[src/rtl/codec_cfg_pkg.sv]
`timescale 1ns/1ps
package codec_cfg_pkg;

  localparam int WORD_W   = 16;
  localparam int N_WRITES = 5;
  localparam int N_WORDS  = 2 * N_WRITES;
  localparam int STEP_W   = $clog2(N_WORDS);
  localparam int BIT_W    = $clog2(WORD_W);
  localparam logic [WORD_W-1:0] REQ_WORD = 16'h0001;

  typedef enum logic [1:0] {SQ_LOAD, SQ_WAIT, SQ_DONE} seq_state_t;
  typedef enum logic [1:0] {SH_IDLE, SH_ARMED, SH_SHIFT} sh_state_t;

  typedef struct packed {
    logic [2:0] addr;
    logic [7:0] val;
  } reg_write_t;

  function automatic reg_write_t write_entry(input logic [STEP_W-1:0] k,
                                             input logic [2:0] rate_n);
    reg_write_t e;
    case (k)
      'd0:     e = '{addr: 3'd1, val: 8'h80};
      'd1:     e = '{addr: 3'd1, val: 8'h00};
      'd2:     e = '{addr: 3'd2, val: 8'h00};
      'd3:     e = '{addr: 3'd4, val: {1'b0, rate_n, 4'h0}};
      default: e = '{addr: 3'd3, val: 8'h00};
    endcase
    return e;
  endfunction

  function automatic logic [WORD_W-1:0] ctrl_word(input reg_write_t e);
    return {5'b00000, e.addr, e.val};
  endfunction

endpackage

[src/rtl/cfg_sync.sv]
`timescale 1ns/1ps
module cfg_sync #(
  parameter int W = 2,
  parameter int STAGES = 2,
  parameter logic [W-1:0] RST_VAL = '0
) (
  input  logic         clk,
  input  logic         rst_n,
  input  logic [W-1:0] din,
  output logic [W-1:0] dout
);

  for (genvar i = 0; i < W; i++) begin : g_bit
    logic [STAGES-1:0] chain;
    always_ff @(posedge clk or negedge rst_n) begin
      if (!rst_n) chain <= {STAGES{RST_VAL[i]}};
      else        chain <= {chain[STAGES-2:0], din[i]};
    end
    assign dout[i] = chain[STAGES-1];
  end

endmodule

[src/rtl/cfg_rom.sv]
`timescale 1ns/1ps
module cfg_rom
  import codec_cfg_pkg::*;
#(
  parameter logic [2:0] RATE_N = 3'd6
) (
  input  logic [STEP_W-1:0] step,
  output logic [WORD_W-1:0] word
);

  logic [STEP_W-1:0] pair_idx;
  reg_write_t        entry;

  assign pair_idx = step >> 1;
  assign entry    = write_entry(pair_idx, RATE_N);
  assign word     = step[0] ? ctrl_word(entry) : REQ_WORD;

endmodule

[src/rtl/cfg_tx_shifter.sv]
`timescale 1ns/1ps
module cfg_tx_shifter
  import codec_cfg_pkg::*;
(
  input  logic              clk,
  input  logic              rst_n,
  input  logic              bclk_s,
  input  logic              fsn_s,
  input  logic              load,
  input  logic [WORD_W-1:0] word,
  output logic              ready,
  output logic              sdata
);

  sh_state_t         state_q, state_d;
  logic [WORD_W-1:0] hold_q;
  logic [BIT_W-1:0]  idx_q, idx_d;
  logic              sd_q, sd_d;
  logic              bclk_d_q;
  logic              bclk_rise;
  logic              hold_en;

  assign bclk_rise = bclk_s & ~bclk_d_q;
  assign ready     = (state_q == SH_IDLE);
  assign hold_en   = load & ready;
  assign sdata     = sd_q;

  always_comb begin
    state_d = state_q;
    idx_d   = idx_q;
    sd_d    = sd_q;
    case (state_q)
      SH_IDLE: begin
        if (load) state_d = SH_ARMED;
      end
      SH_ARMED: begin
        if (bclk_rise && !fsn_s) begin
          state_d = SH_SHIFT;
          idx_d   = BIT_W'(WORD_W - 1);
          sd_d    = hold_q[WORD_W-1];
        end
      end
      SH_SHIFT: begin
        if (bclk_rise) begin
          if (idx_q == '0) begin
            state_d = SH_IDLE;
            sd_d    = 1'b0;
          end else begin
            idx_d = idx_q - 1'b1;
            sd_d  = hold_q[idx_q - 1'b1];
          end
        end
      end
      default: state_d = SH_IDLE;
    endcase
  end

  always_ff @(posedge clk or negedge rst_n) begin
    if (!rst_n) begin
      state_q  <= SH_IDLE;
      idx_q    <= '0;
      sd_q     <= 1'b0;
      bclk_d_q <= 1'b0;
    end else begin
      state_q  <= state_d;
      idx_q    <= idx_d;
      sd_q     <= sd_d;
      bclk_d_q <= bclk_s;
    end
  end

  always_ff @(posedge clk or negedge rst_n) begin
    if (!rst_n)       hold_q <= '0;
    else if (hold_en) hold_q <= word;
  end


  load_when_ready_chk: assert property (@(posedge clk) disable iff (!rst_n)
    load |-> ready);


  ready_drop_chk: assert property (@(posedge clk) disable iff (!rst_n)
    $fell(ready) |-> $past(load));


  no_reserved_addr_chk: assert property (@(posedge clk) disable iff (!rst_n)
    load |-> (word[10:8] != 3'd5 && word[10:8] != 3'd6));


  dout_on_edge_chk: assert property (@(posedge clk) disable iff (!rst_n)
    !bclk_rise |=> $stable(sdata));

endmodule

[src/rtl/cfg_sequencer.sv]
`timescale 1ns/1ps
module cfg_sequencer
  import codec_cfg_pkg::*;
(
  input  logic              clk,
  input  logic              rst_n,
  input  logic              start,
  input  logic              tx_ready,
  output logic [STEP_W-1:0] step,
  output logic              load,
  output logic              done
);

  localparam logic [STEP_W-1:0] LAST_STEP = STEP_W'(N_WORDS - 1);

  seq_state_t        state_q, state_d;
  logic [STEP_W-1:0] step_q, step_d;

  always_comb begin
    state_d = state_q;
    step_d  = step_q;
    load    = 1'b0;
    case (state_q)
      SQ_LOAD: begin
        if (tx_ready) begin
          load    = 1'b1;
          state_d = SQ_WAIT;
        end
      end
      SQ_WAIT: begin
        if (tx_ready) begin
          if (step_q == LAST_STEP) begin
            state_d = SQ_DONE;
          end else begin
            step_d  = step_q + 1'b1;
            state_d = SQ_LOAD;
          end
        end
      end
      SQ_DONE: begin
        if (start) begin
          step_d  = '0;
          state_d = SQ_LOAD;
        end
      end
      default: state_d = SQ_LOAD;
    endcase
  end

  always_ff @(posedge clk or negedge rst_n) begin
    if (!rst_n) begin
      state_q <= SQ_LOAD;
      step_q  <= '0;
    end else begin
      state_q <= state_d;
      step_q  <= step_d;
    end
  end

  assign step = step_q;
  assign done = (state_q == SQ_DONE);


  step_bound_chk: assert property (@(posedge clk) disable iff (!rst_n)
    step_q <= LAST_STEP);


  done_sticky_chk: assert property (@(posedge clk) disable iff (!rst_n)
    (done && !start) |=> done);


  done_after_tx_chk: assert property (@(posedge clk) disable iff (!rst_n)
    $rose(done) |-> tx_ready);

endmodule

[src/rtl/codec_cfg_seq.sv]
`timescale 1ns/1ps
module codec_cfg_seq
  import codec_cfg_pkg::*;
#(
  parameter logic [2:0] RATE_N = 3'd6,
  parameter int SYNC_STAGES = 2
) (
  input  logic clk,
  input  logic rst_n,
  input  logic cfg_start,
  input  logic ser_clk,
  input  logic ser_fs_n,
  output logic ser_dout,
  output logic cfg_done
);

  logic [1:0]        rst_pipe;
  logic              rst_ns;
  logic [1:0]        ser_sync;
  logic [STEP_W-1:0] step;
  logic [WORD_W-1:0] rom_word;
  logic              tx_load;
  logic              tx_ready;

  always_ff @(posedge clk or negedge rst_n) begin
    if (!rst_n) rst_pipe <= 2'b00;
    else        rst_pipe <= {rst_pipe[0], 1'b1};
  end
  assign rst_ns = rst_pipe[1];

  cfg_sync #(
    .W(2), .STAGES(SYNC_STAGES), .RST_VAL(2'b10)
  ) u_sync (
    .clk  (clk),
    .rst_n(rst_ns),
    .din  ({ser_fs_n, ser_clk}),
    .dout (ser_sync)
  );

  cfg_sequencer u_seq (
    .clk     (clk),
    .rst_n   (rst_ns),
    .start   (cfg_start),
    .tx_ready(tx_ready),
    .step    (step),
    .load    (tx_load),
    .done    (cfg_done)
  );

  cfg_rom #(.RATE_N(RATE_N)) u_rom (
    .step(step),
    .word(rom_word)
  );

  cfg_tx_shifter u_tx (
    .clk   (clk),
    .rst_n (rst_ns),
    .bclk_s(ser_sync[0]),
    .fsn_s (ser_sync[1]),
    .load  (tx_load),
    .word  (rom_word),
    .ready (tx_ready),
    .sdata (ser_dout)
  );

endmodule

[config.mk]
export PLATFORM = sky130hd
export DESIGN_NAME = codec_cfg_seq
export DESIGN_NICKNAME = d
export VERILOG_FILES = /design/src/rtl/codec_cfg_pkg.sv /design/src/rtl/cfg_sync.sv /design/src/rtl/cfg_rom.sv /design/src/rtl/cfg_tx_shifter.sv /design/src/rtl/cfg_sequencer.sv /design/src/rtl/codec_cfg_seq.sv
export SDC_FILE = /design/constraint.sdc
export NUM_CORES = 1
export LEC_CHECK = 0
export BUFFER_PORTS_ARGS = -buffer_cell sky130_fd_sc_hd__buf_4
export CAP_MARGIN = 20
export CORE_UTILIZATION = 45
export CTS_CLUSTER_SIZE = 8
export DETAILED_ROUTE_END_ITERATION = 12
export MAX_ROUTING_LAYER = met4
export SLEW_MARGIN = 20
export SYNTH_ARGS = -nofsm -noshare
export SYNTH_HDL_FRONTEND = slang
export SYNTH_SLANG_ARGS = --single-unit
[constraint.sdc]
create_clock -name clk -period 1.2 [get_ports clk]
set_clock_uncertainty 0.2 [all_clocks]
set_input_delay 0.06 -clock clk [delete_from_list [all_inputs] [get_ports clk]]
set_output_delay 0.06 -clock clk [all_outputs]
set_load 0.05 [all_outputs]
Word level (Yosys, flattened, before mapping)
Cells that the tools add are included.

Flip-flop bits (word level): 36. Latch bits: 0. RAM bits: 0. ROM bits: 0. Input bits: 5. Output and inout bits: 2. Logic and storage cells: 74. Memories: 0.

$add $sub $neg: 2. $mul: 0. Divide/modulo/power cells: 0. $lt $le $gt $ge: 1. Eq/ne operators: 17. Shifts and indexed selects: 0. Muxes and demuxes: 28. Bitwise operators: 3. Reduce and logical (&&, ||, !) cells: 13.

Operator list (number): one-hot mux 11 bit (4 select lines) (1); two-way mux 4 bit (6); two-way mux 2 bit (8); one-hot mux 4 bit (2 select lines) (2); one-hot mux 2 bit (3 select lines) (2); AND reduction 4 bit (3); two-way mux 11 bit (1); inequality test 2 bit, second input constant (5); logical NOT 4 bit (2); inequality test 2 x 1 -> 1 bit, second input constant (4); == test 3 x 2 -> 1 bit, second input constant (2); two-way mux 1 bit (6); AND reduction 3 bit (2); less-than comparator 4 x 5 -> 1 bit, second input constant (1); adder 4 x 1 -> 4 bit, second input constant (1); binary-select mux 1 bit (select 4 bit) (1); == test 2 x 1 -> 1 bit, second input constant (2); == test 2 bit, second input constant (2); == test 4 bit, second input constant (1); logical NOT 2 bit (2); nonzero test 2 bit (2); subtractor 4 x 1 -> 4 bit, second input constant (1); == test 3 x 1 -> 1 bit, second input constant (1); AND 1 bit (2); 4 further kinds (4).

Longest topological paths before layout
Gate-level depths: netlist of run 1.

Word-level depth: 6. Mapped depth: 7. Gate-level depth less buffers: 6.

Cells and area by module
Synthesis of run 1 repeated with hierarchy kept, for this count alone.

Cell total of the unflattened synthesis: 162. Area total of the unflattened synthesis: 1919.3 sq um.

By module, submodules not included: cfg_tx_shifter (times used 1, cells an instance 87, area each 1182.4 sq um, sequential area each 600.6 sq um); cfg_sequencer (times used 1, cells an instance 46, area each 434.2 sq um, sequential area each 150.1 sq um); cfg_rom (times used 1, cells an instance 20, area each 131.4 sq um, sequential area each 0.0 sq um); cfg_sync (times used 1, cells an instance 6, area each 117.6 sq um, sequential area each 102.6 sq um); codec_cfg_seq (times used 1, cells an instance 3, area each 53.8 sq um, sequential area each 50.0 sq um).

Worst setup path before layout of run 1
Ideal clock, no wire load.

Path type: register -> register. Start point: register u_tx.idx_q[0]. End point: register u_tx.sd_q (netlist: u_tx.sdata). Setup time: 96 ps. Arrival time: 1670 ps. Data required time: 904 ps. Slack: -765 ps. Stages on the path, launching flop included: 7. Buffers on the path: 0. Period minus slack after synthesis: 1965 ps. Cells stage by stage: dfrtp_1 > inv_1 > ha_1 > nand2b_1 > mux2_1 > o211a_1 > o32ai_2.

Word-level cells in the longest chain between the ends: 6.

Ends and longest elaborated chain: start, declared (line cfg_tx_shifter.sv:17) `logic [BIT_W-1:0] idx_q, idx_d;`; start signal, assigned (line cfg_tx_shifter.sv:66) `idx_q <= idx_d;`; subtractor 4 x 1 -> 4 bit (line cfg_tx_shifter.sv:50) `sd_d = hold_q[idx_q - 1'b1];`; binary-select mux 1 bit (select 4 bit) (line cfg_tx_shifter.sv:50); two-way mux 1 bit (not written as such) (line cfg_tx_shifter.sv:50); two-way mux 1 bit (*) (line cfg_tx_shifter.sv:45) `if (idx_q == '0) begin`; two-way mux 1 bit (*) (line cfg_tx_shifter.sv:44) `if (bclk_rise) begin`; one-hot mux 1 bit (2 select lines) (*) (line cfg_tx_shifter.sv:32) `case (state_q)`; end signal, assigned (line cfg_tx_shifter.sv:62) `sd_q <= 1'b0;`; end signal, assigned (line cfg_tx_shifter.sv:67) `sd_q <= sd_d;`; end, declared (line cfg_tx_shifter.sv:18) `logic sd_q, sd_d;`.

Every way passes the cells marked *; elsewhere a longest branch is shown, timed or not. The select of a mux whose other input is x is not followed. A chain may end at the register's enable or synchronous reset.

Worst setup path in the final report of run 1
Same ends and word-level chain as after synthesis.

==> out/qor.yml, run 1 <==
layout:
  num-fill-cells: 174
  drive_above_1_share: 0.5169
  antenna-diode-count: 0
  finish.utilization: 0.7753
  layout_area_growth_over_synthesis_pct: 58.31
  finalNetCount: 191
yosys:
  postSynthCellCount: 123
  yosys.cell_types.count: 38
  synth.yosys.seq_area_share: 0.4995
  netlist_area_sq_um: 1257
  yosys_warnings: 0
  synth.ff_latch_count: 25
  avgSynthCellArea_sq_um: 10.22
  synthesized_net_count: 135
detailed_routing:
  dr.first_iter.drc_count: 4
  via_count_normalized_by_instance_count: 5.183
  drc: 0
  first_pass_iters: 4
  wl_per_cell_um: 13.74
  ant_nets: 0
  total_vias_in_the_final_route: 1078
  routed_wl_mm: 2.857
job:
  cap_violations: 0
setup_path:
  worstPathCellList: "inv_2 > ha_4 > nand2b_4 > mux2_4 > o211a_1 > o32ai_2"
  timing.setup.critical_path_class: "reg2reg"
  worst-path-max-fanout: 5
  crit_required_ns: 1.24
  critPathArrivalTime_ns: 1.84
  slowest_delay_ns: 0.42
  crit_path_end_kind: "flop"
  path_delay_family: "flip-flops"
  crit_buf_inv: 1
  worst_path_max_delay_cell: "dfrtp_1"
  worst_setup_path_start_kind: "flop"
clocking:
  clock_tree.htree_level_count: 1
  tritoncts_num_sinks: 25
  clockRootBuffer: "clkbuf_4"
  worst_setup_hold_path_clk_slew_ns: 0.14
  tritoncts: "yes"
  clock_tree.buffer_depth: 2
  cts_made_buffers: 3
  clk_latency_ns: 0.32
power_and_ir_drop:
  ir_drop_uv: 1943
  power.static_leakage_nw: 0.8924
  cellPowerDensity_nw_per_um2: 2548
timing:
  layout_min_cycle_time_ns: 1.798
  final_critical_path_setup_slack_ns: -0.5979
  rsz0062_at_grt: "true"
  finalCritPeriodShare: 1.498
  report.final.slew_viol_count: 0
  max_clock_freq_mhz: 556.2
  setup-violations-final: 19
  timing.final.hold_violations: 0
die:
  floorplan.io_pins: 7
  die-area_sq_um: 3010
  die_height_um: 54.86
  chipWidth_um: 54.86
  core-area_sq_um: 2567
  rows: 18
  initial_core_util: 0.4898
place:
  gpl.final_weighted_congestion: 0.8181
  detailedPlacementHpwl_mm: 1.983
  detailedPlace.worstSlack_ns: -0.6398
  place.port_buffers: 6
status:
  outcome: "finished with violations"
  violations: "negative setup slack"
global_route:
  vias_in_the_first_global_route: 1088
  grt_start_max_net_pins: 24
  aggregate_global_routing_overflow: 0
  grt_first_pass_wirelength_mm: 4.526
  grtUsageTotal: 0.2227
  antenna_found_initial: 0
min_path:
  holdCritPathClass: "reg2async"
## worst register-to-register path, stage by stage, from the launching register on
cell      delay [ns]
dfrtp_1         0.42
inv_2           0.08
ha_4            0.22
nand2b_4        0.14
mux2_4          0.26
o211a_1         0.22
o32ai_2         0.18
## cell families after synthesis
group	share of synthesized area
AO/OA/AOI/OAI	0.2080
XOR/XNOR	0.02090
adder cells (fa/ha/maj)	0.06965
buffers and inverters	0.03383
flip-flops	0.4995
multiplexers	0.02587
other	0.002982
AND/OR/NAND/NOR	0.1393
## report_power, final
part           switching, mW  internal [mW]  leakage (nW)
sequential             0.271           1.12         0.299
combinational           1.48           1.82         0.578
clock                  0.257          0.130        0.0150
## synth_stat cells
master / number / area share
dfrtp_1: 23 / 0.46
nand2_1: 13 / 0.039
inv_1: 10 / 0.030
o21ai_0: 10 / 0.040
ha_1: 7 / 0.070
nor2_1: 6 / 0.018
nand2b_1: 5 / 0.025
o211ai_1: 3 / 0.018
o31ai_1: 3 / 0.018
xnor2_1: 3 / 0.021
a21o_1: 2 / 0.012
a21oi_1: 2 / 0.0080
a22oi_1: 2 / 0.012
dfstp_2: 2 / 0.042
mux2_1: 2 / 0.018
nand3_1: 2 / 0.0080
nand3b_1: 2 / 0.012
nor3_1: 2 / 0.0080
o21a_1: 2 / 0.012
o21ai_1: 2 / 0.0080
o41ai_1: 2 / 0.014
or3_1: 2 / 0.0099
a21boi_1: 1 / 0.0060
a2bb2oi_1: 1 / 0.0070
a31oi_1: 1 / 0.0050
a32o_1: 1 / 0.0080
a32oi_1: 1 / 0.0070
and2_1: 1 / 0.0050
and3_1: 1 / 0.0050
buf_2: 1 / 0.0040
conb_1: 1 / 0.0030
mux2i_1: 1 / 0.0080
nand4_1: 1 / 0.0050
nor2b_1: 1 / 0.0050
o211a_1: 1 / 0.0080
o21ai_2: 1 / 0.0070
o21bai_1: 1 / 0.0060
o32ai_2: 1 / 0.013
## per-stage QoR
stage	cells	TNS (ns)	area, sq um	hold WS, ns	power (mW)
after floorplan	123	-4.504	1364	-0.4356	2.974
after global placement	187	-5.986	1653	-0.3587	3.818
after detailed placement	187	-6.413	1653	-0.3573	3.900
after CTS	206	-6.325	1923	0.03222	4.887
after global routing	208	-7.490	1991	0.06700	5.453
final	208	-6.193	1991	0.01741	5.073
## flip-flops by register name, summed over array words and instances, names as in the netlist
register and cells:
u_tx.bclk_d_q 1, u_tx.hold_q 5, u_tx.state_q 2, u_seq.state_q 2, rst_pipe 2, u_sync.g_bit.chain 4
u_tx.sdata 1, u_seq.step 4, u_tx.idx_q 4
## layout by cell type, fill, tap and decap left out, types with 3 or more instances in the layout
master,instances
clkbuf_4,3
dlygate4sd3_1,5
nand2_2,3
buf_6,14
inv_2,7
nand2b_1,3
o211ai_1,3
dfrtp_1,22
buf_4,33
nor2_1,4
nand2_1,9
o21ai_0,3
o21ai_1,7
inv_1,3
ha_4,3
ha_1,3
## worst paths after layout
path | startpoint | endpoint | slack, ns | cells past startpoint
max in group asynchronous | rst_n | rst_pipe[1] | 0.31 | 3
min in group clk | u_sync.g_bit[1].chain[0] | u_sync.g_bit[1].chain[1] | 0.17 | 0
hold / removal | rst_pipe[1] | u_seq.step[1] | 0.02 | 1
setup / recovery | u_tx.idx_q[0] | u_tx.sdata | -0.60 | 6
setup reg to reg | u_tx.idx_q[0] | u_tx.sdata | -0.60 | 6
hold reg to reg | rst_pipe[1] | u_seq.step[1] | 0.02 | 1
## per-layer routing
layer  up-vias  global-route usage  share of wire
met5         -                   -              0
met4         0             0.08974         0.0035
met3         2             0.02778          0.012
met2         8              0.3755           0.51
met1       519              0.2666           0.48
li1        549                   -              -
## area by class of cell
type | instances | area, sq um | share of cell area
Inverter | 10 | 37.54 | 0.01886
Clock buffer | 4 | 26.28 | 0.01320
Tap cell | 30 | 37.54 | 0.01886
Timing Repair Buffer | 52 | 455.4 | 0.2288
Sequential cell | 25 | 629.4 | 0.3162
Multi-Input combinational cell | 87 | 804.5 | 0.4041
## what timing repair did
item / CTS / global route
gates resized for setup: 27 / 13
hold endpoints to repair: 6 / 0
hold buffers: 5 / 0
setup endpoints to repair: 20 / 19
pin swaps: 9 / 9
buffers inserted: 11 / 2
No activity file was read; power rests on OpenSTA's default activity.
==> inputs of run 2 (changes only) <==
clock period = 1.85 ns   (was 1.2 ns; I/O delays follow)
==> run 2 against run 1 <==
Net effect: the run now ends clean; clock-buffer cell count unchanged; worst hold slack improved by 0.027 ns; combinational power decreased by 57%; largest power group unchanged.
==> out/qor.yml, run 2 (synthesis gave the netlist of run 1 again) <==
status:
  outcome: "finished clean"
clocking:
  clk_latency_ns: 0.31  # about the same
  tritoncts_num_sinks: 25  # unchanged
  cts_made_buffers: 3  # unchanged
  tritoncts: "yes"
  clock_tree.buffer_depth: 2  # unchanged
  worst_setup_hold_path_clk_slew_ns: 0.13  # about the same
  clock_tree.htree_level_count: 1  # unchanged
  clockRootBuffer: "clkbuf_4"
die:
  chipWidth_um: 54.86  # unchanged
  initial_core_util: 0.4898  # unchanged
  floorplan.io_pins: 7  # unchanged
  die-area_sq_um: 3010  # unchanged
  core-area_sq_um: 2567  # unchanged
  die_height_um: 54.86  # unchanged
  rows: 18  # unchanged
power_and_ir_drop:
  fin_total_pwr_mw: 2.543  # -50%
  power.static_leakage_nw: 0.7333  # -18%
  cellPowerDensity_nw_per_um2: 1572  # -38%
  ir_drop_uv: 912.9  # -53%
setup_path:
  crit_required_ns: 1.88  # +0.64 ns
  worst_setup_path_start_kind: "flop"
  crit_path_end_kind: "flop"
  worst-path-max-fanout: 4  # -1
  timing.setup.critical_path_class: "reg2reg"
  critPathArrivalTime_ns: 1.82  # -0.02 ns
global_route:
  grt_first_pass_wirelength_mm: 4.195  # -7.3%
  grt_start_max_net_pins: 24  # unchanged
  aggregate_global_routing_overflow: 0  # unchanged
  antenna_found_initial: 0  # unchanged
  vias_in_the_first_global_route: 998  # -8.3%
  grtUsageTotal: 0.2056  # -0.01707
detailed_routing:
  dr_wl_met3_um: 70  # +100%
  ant_nets: 0  # unchanged
  first_pass_iters: 4  # unchanged
  dr.first_iter.drc_count: 27  # +23
  maxUsedRoutingLayer: "met4"
  wl_met2_mm: 1.244  # -14%
  wl_per_cell_um: 13.32  # -3.0%
  drc: 0  # unchanged
  via_count_normalized_by_instance_count: 5.372  # +3.7%
  wl_met1_mm: 1.173  # -14%
  total_vias_in_the_final_route: 1010  # -6.3%
  routed_wl_mm: 2.504  # -12%
timing:
  max_clock_freq_mhz: 558.8  # +0.46%
  report.final.slew_viol_count: 0  # unchanged
  final_critical_path_setup_slack_ns: 0.06037  # +0.6583 ns
  finalCritPeriodShare: 0.9674  # -0.5309
  setup-violations-final: 0  # -19
  timing.final.hold_violations: 0  # unchanged
  final.setup.tns_ns: 0  # +6.193 ns
  layout_min_cycle_time_ns: 1.790  # -0.008277 ns
  rsz0062_at_grt: "false"
layout:
  largest_reg_flops: 5  # unchanged
  registers.top_by_ff_count: "u_tx.hold_q"
  antenna-diode-count: 0  # unchanged
  layout_area_growth_over_synthesis_pct: 28.66
  most_common_cell_after_layout_fill_and_taps_aside: "buf_4"
  drive_above_1_share: 0.2848  # -0.2320
  layout.cells.non_filler: 188  # -9.6%
  finalNetCount: 171  # -10%
  num-fill-cells: 215  # +24%
  layout_common_cells: "27 x buf_4, 23 x dfrtp_1, 13 x nand2_1"
  stdcell_area_sq_um: 1618  # -19%
place:
  place.port_buffers: 6  # unchanged
  detailedPlace.worstSlack_ns: -0.03379  # +0.6060 ns
  post_place_instance_area_sq_um: 1438  # -13%
  detailedPlacementHpwl_mm: 1.788  # -9.9%
  gpl.final_weighted_congestion: 0.8518  # +4.1%
  placed_cells: 169  # -9.6%
min_path:
  holdCritPathClass: "reg2async"
job:
  cap_violations: 0  # unchanged
==> run 2: cell count changes in the layout (fill, tap and decap cells not counted), sizes merged <==
cell / change
buf: -20
==> run 2: metal layers <==
metal,track usage,up-vias
met5,-,-
li1,-,507
met4,0.08974,0
met3,0.03611,2
met2,0.3414,17
met1,0.2410,484
==> run 2: stage by stage <==
step | hold slack [ns] | util
floorplan | -0.4031 | -
global placement | -0.3237 | 0.5599
detailed placement | -0.3192 | 0.5599
CTS | 0.06233 | 0.6058
global route | 0.1017 | 0.6301
finish | 0.04428 | 0.6301
==> run 2: path summary, 6_finish.rpt <==
path / endpoint / cells after the start / slack [ns] / from
max: u_tx.sdata / 6 / 0.06 / u_tx.idx_q[0]
min: u_seq.state_q[0] / 1 / 0.04 / rst_pipe[1]
max reg2reg: u_tx.sdata / 6 / 0.06 / u_tx.idx_q[0]
min reg2reg: u_seq.state_q[0] / 1 / 0.04 / rst_pipe[1]
max in group asynchronous: rst_pipe[1] / 3 / 0.88 / rst_n
min in group clk: u_sync.g_bit[1].chain[1] / 0 / 0.17 / u_sync.g_bit[1].chain[0]
==> run 2: final cells by class <==
| type | count | area, sq um | area share |
|---|---|---|---|
| multi-input combinational | 87 | 635.6 | 0.3929 |
| timing repair buffer | 32 | 252.7 | 0.1562 |
| sequential | 25 | 628.1 | 0.3882 |
| clock buffer | 4 | 26.28 | 0.01624 |
| tap | 30 | 37.54 | 0.02320 |
| inverter | 10 | 37.54 | 0.02320 |
==> run 2: where the power goes <==
| group | total (mW) | leakage (nW) | internal [mW] | switching, mW |
|---|---|---|---|---|
| registers | 0.893 | 0.300 | 0.723 | 0.170 |
| clock network | 0.237 | 0.0150 | 0.0841 | 0.153 |
| logic | 1.41 | 0.418 | 0.736 | 0.677 |
==> run 2: worst max-delay path, stage by stage (launching register included) <==
cell      delay (ns)
dfrtp_1         0.41
inv_2           0.08
ha_4            0.21
nand2b_4        0.14
mux2_1          0.28
o211a_1         0.21
o32ai_2         0.18
==> run 2: what timing repair did <==
action / CTS / global route
hold endpoints to repair: 7 / 0
pin swaps: 3 / 3
resized for setup: 3 / 6
buffers inserted: 3 / 7
endpoints found under the setup margin: 1 / 2
hold buffers: 5 / 0
